==> src/rtl/gdt_pkg.sv <==
package gdt_pkg;
  typedef struct packed {
    logic hi;
    logic lo;
  } gate_pair_t;

  localparam gate_pair_t GATE_OFF = '{hi: 1'b0, lo: 1'b0};

  function automatic gate_pair_t drive_pair(input logic cmd);
    gate_pair_t p;
    p.hi = cmd;
    p.lo = ~cmd;
    return p;
  endfunction
endpackage

==> src/rtl/gdt_age_timer.sv <==
module gdt_age_timer #(
  parameter int unsigned CNT_W = 8
) (
  input  logic             clk_i,
  input  logic             rst_ni,
  input  logic             restart_i,
  input  logic [CNT_W-1:0] dead_i,
  output logic             expired_o
);
  localparam logic [CNT_W-1:0] AGE_MAX = '1;

  logic [CNT_W-1:0] age_q, age_d;

  // age counts edges since the last command change, saturating
  always_comb begin
    if (restart_i)             age_d = '0;
    else if (age_q == AGE_MAX) age_d = age_q;
    else                       age_d = age_q + 1'b1;
  end

  assign expired_o = (age_d >= dead_i);

  always_ff @(posedge clk_i or negedge rst_ni) begin
    if (!rst_ni) age_q <= '0;
    else         age_q <= age_d;
  end
endmodule

==> src/rtl/gdt_out_stage.sv <==
module gdt_out_stage (
  input  logic clk_i,
  input  logic rst_ni,
  input  logic en_i,
  input  logic allow_i,
  input  logic cmd_i,
  output logic hi_o,
  output logic lo_o
);
  import gdt_pkg::*;

  gate_pair_t gate_q, gate_d;

  always_comb begin
    gate_d = GATE_OFF;
    if (en_i && allow_i) gate_d = drive_pair(cmd_i);
  end

  always_ff @(posedge clk_i or negedge rst_ni) begin
    if (!rst_ni) gate_q <= GATE_OFF;
    else         gate_q <= gate_d;
  end

  assign hi_o = gate_q.hi;
  assign lo_o = gate_q.lo;

  p_no_shoot_r3: assert property (@(posedge clk_i) disable iff (!rst_ni)
    !(hi_o && lo_o));

  p_dis_off_r2: assert property (@(posedge clk_i) disable iff (!rst_ni)
    !en_i |=> (!hi_o && !lo_o));

  p_on_matches_cmd_r4: assert property (@(posedge clk_i) disable iff (!rst_ni)
    en_i |=> ((!hi_o || $past(cmd_i)) && (!lo_o || !$past(cmd_i))));
endmodule

==> src/rtl/gdt_leg.sv <==
module gdt_leg #(
  parameter int unsigned CNT_W = 8
) (
  input  logic             clk_i,
  input  logic             rst_ni,
  input  logic             en_i,
  input  logic             blank_i,
  input  logic             pwm_i,
  input  logic [CNT_W-1:0] dead_i,
  output logic             hi_o,
  output logic             lo_o
);
  logic cmd_q;
  logic changed;
  logic expired;

  always_ff @(posedge clk_i or negedge rst_ni) begin
    if (!rst_ni) cmd_q <= 1'b0;
    else         cmd_q <= pwm_i;
  end

  // blank_i forces a fresh interval after disable or reset
  assign changed = blank_i | (pwm_i ^ cmd_q);

  gdt_age_timer #(.CNT_W(CNT_W)) u_timer (
    .clk_i     (clk_i),
    .rst_ni    (rst_ni),
    .restart_i (changed),
    .dead_i    (dead_i),
    .expired_o (expired)
  );

  gdt_out_stage u_out (
    .clk_i   (clk_i),
    .rst_ni  (rst_ni),
    .en_i    (en_i),
    .allow_i (expired),
    .cmd_i   (pwm_i),
    .hi_o    (hi_o),
    .lo_o    (lo_o)
  );

  p_chg_blank_r5: assert property (@(posedge clk_i) disable iff (!rst_ni)
    (en_i && (pwm_i != cmd_q) && (dead_i != '0)) |=> (!hi_o && !lo_o));

  p_short_hold_r6: assert property (@(posedge clk_i) disable iff (!rst_ni)
    (!hi_o && !lo_o && (pwm_i != cmd_q)) |=> (!hi_o && !lo_o) || (dead_i == '0));
endmodule

==> src/rtl/gdt_top.sv <==
module gdt_top #(
  parameter int unsigned NUM_LEGS = 3,
  parameter int unsigned CNT_W    = 8
) (
  input  logic                clk_i,
  input  logic                rst_ni,
  input  logic                en_i,
  input  logic [NUM_LEGS-1:0] pwm_i,
  input  logic [CNT_W-1:0]    dead_i,
  output logic [NUM_LEGS-1:0] gate_hi_o,
  output logic [NUM_LEGS-1:0] gate_lo_o
);
  logic blank_q;

  always_ff @(posedge clk_i or negedge rst_ni) begin
    if (!rst_ni) blank_q <= 1'b1;
    else         blank_q <= ~en_i;
  end

  for (genvar l = 0; l < NUM_LEGS; l++) begin : g_leg
    gdt_leg #(.CNT_W(CNT_W)) u_leg (
      .clk_i   (clk_i),
      .rst_ni  (rst_ni),
      .en_i    (en_i),
      .blank_i (blank_q),
      .pwm_i   (pwm_i[l]),
      .dead_i  (dead_i),
      .hi_o    (gate_hi_o[l]),
      .lo_o    (gate_lo_o[l])
    );
  end

  p_en_blank_r8: assert property (@(posedge clk_i) disable iff (!rst_ni)
    ($rose(en_i) && (dead_i != '0)) |=> (gate_hi_o == '0 && gate_lo_o == '0));

  p_on_count_r3: assert property (@(posedge clk_i) disable iff (!rst_ni)
    $countones(gate_hi_o & gate_lo_o) == 0);
endmodule

==> config.mk <==
export PLATFORM = sky130hd
export DESIGN_NAME = gdt_top
export DESIGN_NICKNAME = d
export VERILOG_FILES = /design/src/rtl/gdt_pkg.sv /design/src/rtl/gdt_age_timer.sv /design/src/rtl/gdt_out_stage.sv /design/src/rtl/gdt_leg.sv /design/src/rtl/gdt_top.sv
export SDC_FILE = /design/constraint.sdc
export NUM_CORES = 1
export LEC_CHECK = 0
export CORE_MARGIN = 2
export CORE_UTILIZATION = 50
export DETAILED_ROUTE_END_ITERATION = 16
export DONT_BUFFER_PORTS = 1
export GPL_TIMING_DRIVEN = 0
export PLACE_DENSITY = 0.69
export SLEW_MARGIN = 20
export SYNTH_ARGS = -nofsm -noshare
export SYNTH_HDL_FRONTEND = slang
export SYNTH_SLANG_ARGS = --single-unit
==> constraint.sdc <==
create_clock -name clk_i -period 4 [get_ports clk_i]
set_input_delay 0.8 -clock clk_i [delete_from_list [all_inputs] [get_ports clk_i]]
set_output_delay 0.8 -clock clk_i [all_outputs]
set_load 0.1 [all_outputs]
Yosys cells after proc, flatten, opt, wreduce, memory -nomap -nowiden

Cells that the tools add are included.
W data, S select, Z words.

Add/sub/neg operators: 3
$lt $le $gt $ge: 3
Equality and inequality tests: 3
Mux-type cells: 9
Bitwise logic cells: 10
Reduce and logical (&&, ||, !) cells: 3

Operators with widths:

| kind                  | number |
|---|---|
| $mux W8               | 6 |
| $add A8 B1 Y8 const B | 3 |
| $eq A8 B8 Y1 const B  | 3 |
| $ge A8 B8 Y1          | 3 |
| $mux W2               | 3 |
| $not A1 Y1            | 4 |
| $logic_and A1 B1 Y1   | 3 |
| $or A1 B1 Y1          | 3 |
| $xor A1 B1 Y1         | 3 |

Flip-flop bits (word level): 34
Bits of input ports: 14
Output and inout bits: 6
Logic and storage cells: 44

Logic depth before layout (Yosys ltp)

Word-level depth: 6
Mapped depth: 10
Mapped depth without buffers: 10

Hierarchy

From an unflattened synthesis, not the netlist that was laid out.

Cells, all modules: 218
Area total of the unflattened synthesis: 2188.3 um^2

Modules (own cells, without submodules):

| module        | instances | cells an instance | area an instance (um^2) | seq. area each (um^2) |
|---|---|---|---|---|
| gdt_age_timer | 3         | 65                | 613.1                   | 200.2 |
| gdt_out_stage | 3         | 4                 | 66.3                    | 50.0 |
| gdt_leg       | 3         | 3                 | 40.0                    | 25.0 |
| gdt_top       | 1         | 2                 | 30.0                    | 26.3 |

Least setup slack after synthesis

Ideal clock, no wire load.

Path type: input -> register
Start point: input pwm_i[2]
End point: register g_leg[2].u_leg.u_out.gate_q, in the netlist g_leg[2].u_leg.u_out.hi_o
Library setup time: 120 ps
Data arrival time: 2320 ps
Required time: 3880 ps
Slack: 1561 ps
Stages: 9
Path buffers: 1
Cell sequence: xnor2_1 nand2b_1 clkbuf_1 nand2b_1 ha_1 nand2b_1 a2111oi_2 o31ai_1 and3_1

RTL lines:

| element              | line                | RTL |
|---|---|---|
| start, declared      | gdt_top.sv:8        | `input logic [NUM_LEGS-1:0] pwm_i,` |
| end signal, assigned | gdt_out_stage.sv:21 | `else gate_q <= gate_d;` |
| end, declared        | gdt_out_stage.sv:12 | `gate_pair_t gate_q, gate_d;` |

==> metrics.yaml <==
worstPathRequired_ps: 4160
postSynthNetCount: 269
setup-violations-final: 0
power.sequential.fraction: 0.524
comb_pwr_share: 0.088
drt_pre_antenna_iters: 4
grt_use_met2: 0.275
port-buffer-count: 0
ioPinCount: 20
avgViaCountPerCell: 5.39
arrival_ps: 2800
global_route_track_usage_on_met1: 0.272
report.final.hold_viol_count: 0
finalClockSkew_ps: 1.98
gr-max-usage-layer: "met2"
sink_count: 34
worst_r2r_startpoint: "g_leg[1].u_leg.u_timer.age_q[0]$_DFF_PN0_"
tightest_slew_ps: 405
via_count: 1552
timing.max_slew.rel_slack: 0.730
max_clock_freq_mhz: 379
cts_setup_buffers: 0
synth.ff_latch_count: 34
seqCellArea_um2: 852
grt_overflow: 0
grt_pass1_vias: 1553
htree_levels: 2
synth_cell_types: 39
p_switching_mw: 0.163
maxSlewViolCount: 0
synth_largest_area_cell: "dfrtp_1"
grt_setup_unrepaired: "false"
drc_violations: 0
worst_r2r_path_depth: 10
setup.worst_path.start: "g_leg[1].u_leg.u_timer.age_q[0]$_DFF_PN0_"
synthesis.area_um2: 2180
power.share.switching: 0.240
clk_transition_reported_paths_ps: 70
clock_path_buffers: 2
max_cap_viol_count: 0
synth_enable_flop_cells: 0
post_synth_inst_count: 228
cellPowerDensity_nw_per_um2: 291
floorplan.core_area_um2: 4260
initial_core_util: 0.511
design.die.area_um2: 4900
synth_sequential_area_ratio: 0.391
die_h_um: 70.0
post-route-period-util: 0.659
endpoint_kind: "register"
gr-usage-all-layers: 0.187
antenna_found_initial: 0
drt_wl_total_um: 3990
filler_cell_count: 395
std_cell_rows: 24
cts_repair_resize_count: 0
layout.nets: 276
totalNegativeSetupSlack_ps: 0
critPathLaunchType: "register"
die_w_um: 70.0
period_minus_slack_ps: 2640
postSynth.asyncResetShare: 1.00
ys_warn_count: 0
clock_tree_root_driver_cell: "clkbuf_8"
synth_largest_type_area_fraction: 0.379
min_path_type: "input pin to asynchronous set/reset pin"
worst-path-max-fanout: 5
first_pass_grt_wire_length_um: 7220
synth.cells.most_frequent: "33 x dfrtp_1, 28 x nor2_1, 27 x ha_1"
criticalPathCategory: "register to register"
synthMostInstantiatedCell: "dfrtp_1"
multi_input_comb_area_um2: 1220
drtAntennaViolNets: 0
cts-buffers-inserted: 5
area.growth.synth_to_final_pct: 7.35
antenna-diode-count: 0
synth_flop_cell: "dfrtp_1"
power.static_leakage_nw: 1.11
place_congestion: 0.810
peakVddDrop_uv: 215
yosys-top-cells-area: "dfrtp_1 38%, ha_1 16%, nor2_1 4.8%"
ctsHoldBuffers: 0
share_clk_of_total_power: 0.388
clock_insertion_delay_worst_skew_ps: 280
layout-drive-gt1-share: 0.0975
first_iter_violations: 79
grt_start_max_net_pins: 35
tritoncts: "yes"
dp_hpwl_um: 3130
grt_util_met3: 0.0418
syn_area_per_cell_um2: 9.55
routedWlPerCell_um: 13.9
power.internal_mw: 0.516
result_of_the_run: "completed"
totalPowerFinal_mw: 0.679
## critical path: stages (launching register included)
cell	delay, ps
dfrtp_1	400
ha_1	260
nand3_1	180
nor2_1	180
xnor2_1	170
nand2b_1	80
ha_1	270
nand2b_4	130
a2111o_1	410
a31oi_1	350
nor2_1	100
## area by class of cell
cell class                      instances  area share
Multi-Input combinational cell        173       0.523
Sequential cell                        34       0.364
Clock buffer                            6      0.0353
Tap cell                               52      0.0278
Buffer                                  9      0.0246
Inverter                               12      0.0193
Clock inverter                          2     0.00535
## stage by stage
step           hold slack [ps]  instances  worst slack, ps   util  area, um^2
6_report                   202        288             1360  0.548        2340
2_1_floorplan              491        228             1560      -        2180
5_1_grt                    182        288             1170  0.548        2340
3_5_place_dp               505        280             1220  0.526        2240
3_3_place_gp               505        280             1200  0.526        2240
4_1_cts                    192        288             1360  0.548        2340
## path summary, 6_finish.rpt
path,to,slack [ps]
min in group clk_i,g_leg[0].u_leg.cmd_q$_DFF_PN0_,540
max,g_leg[1].u_leg.u_out.hi_o$_DFF_PN0_,1360
min reg2reg,g_leg[0].u_leg.u_timer.age_q[7]$_DFF_PN0_,550
max in group asynchronous,blank_q$_DFF_PN1_,3620
max reg2reg,g_leg[1].u_leg.u_out.hi_o$_DFF_PN0_,1360
min,g_leg[1].u_leg.u_out.hi_o$_DFF_PN0_,200
## state kept, by name, summed over array words and instances (netlist names)
signal / flops
g_leg.u_leg.u_timer.age_q: 24
g_leg.u_leg.cmd_q: 3
g_leg.u_leg.u_out.hi_o: 3
g_leg.u_leg.u_out.lo_o: 3
blank_q: 1
## power by group through the flow
stage	Sequential (mW)	Clock [mW]	Combinational, mW
finish	0.356	0.264	0.0596
detailed placement	0.363	0	0.0602
global placement	0.362	0	0.0588
floorplan	0.361	0	0.0489
CTS	0.356	0.272	0.0605
global route	0.357	0.287	0.0692
## metal layers
| metal | part of all wire | wire (um) |
|---|---|---|
| met1 | 0.50 | 2010 |
| met2 | 0.45 | 1810 |
| met3 | 0.029 | 114 |
| met4 | 0.016 | 63 |
| met5 | 0 | 0 |
## logic make-up (layout without fill, tap and decap cells)
kind of cell	count (synthesis)	in the layout	synth area share
DFF	34	34	0.391
AOI/OAI and AO/OA	42	42	0.129
xor gates and xnor gates	11	11	0.0442
muxes	3	3	0.0138
and+or+nand+nor	90	90	0.220
buffers and inverters	21	29	0.0471
adders and majority gates	27	27	0.155
## layout by cell type (no fill, tap or decap), types with 2 or more instances in the layout
cell and instances:
ha_1 27, a31oi_1 5, nor3b_1 3, xor2_1 4
nand2b_1 9, and3_1 5, dfrtp_1 33, o31ai_1 2
o211ai_1 2, inv_1 12, buf_4 6, clkbuf_8 6
xnor2_1 7, nor2b_1 4, and2_1 2, a211oi_1 2
nand3_1 8, o21ai_0 10, nand2_1 16, o21a_1 2
clkbuf_1 2, mux2i_1 3, nor2_1 28, a21oi_1 12
nor3_1 7, nand4_1 3
(Power assumes the default switching activity.)
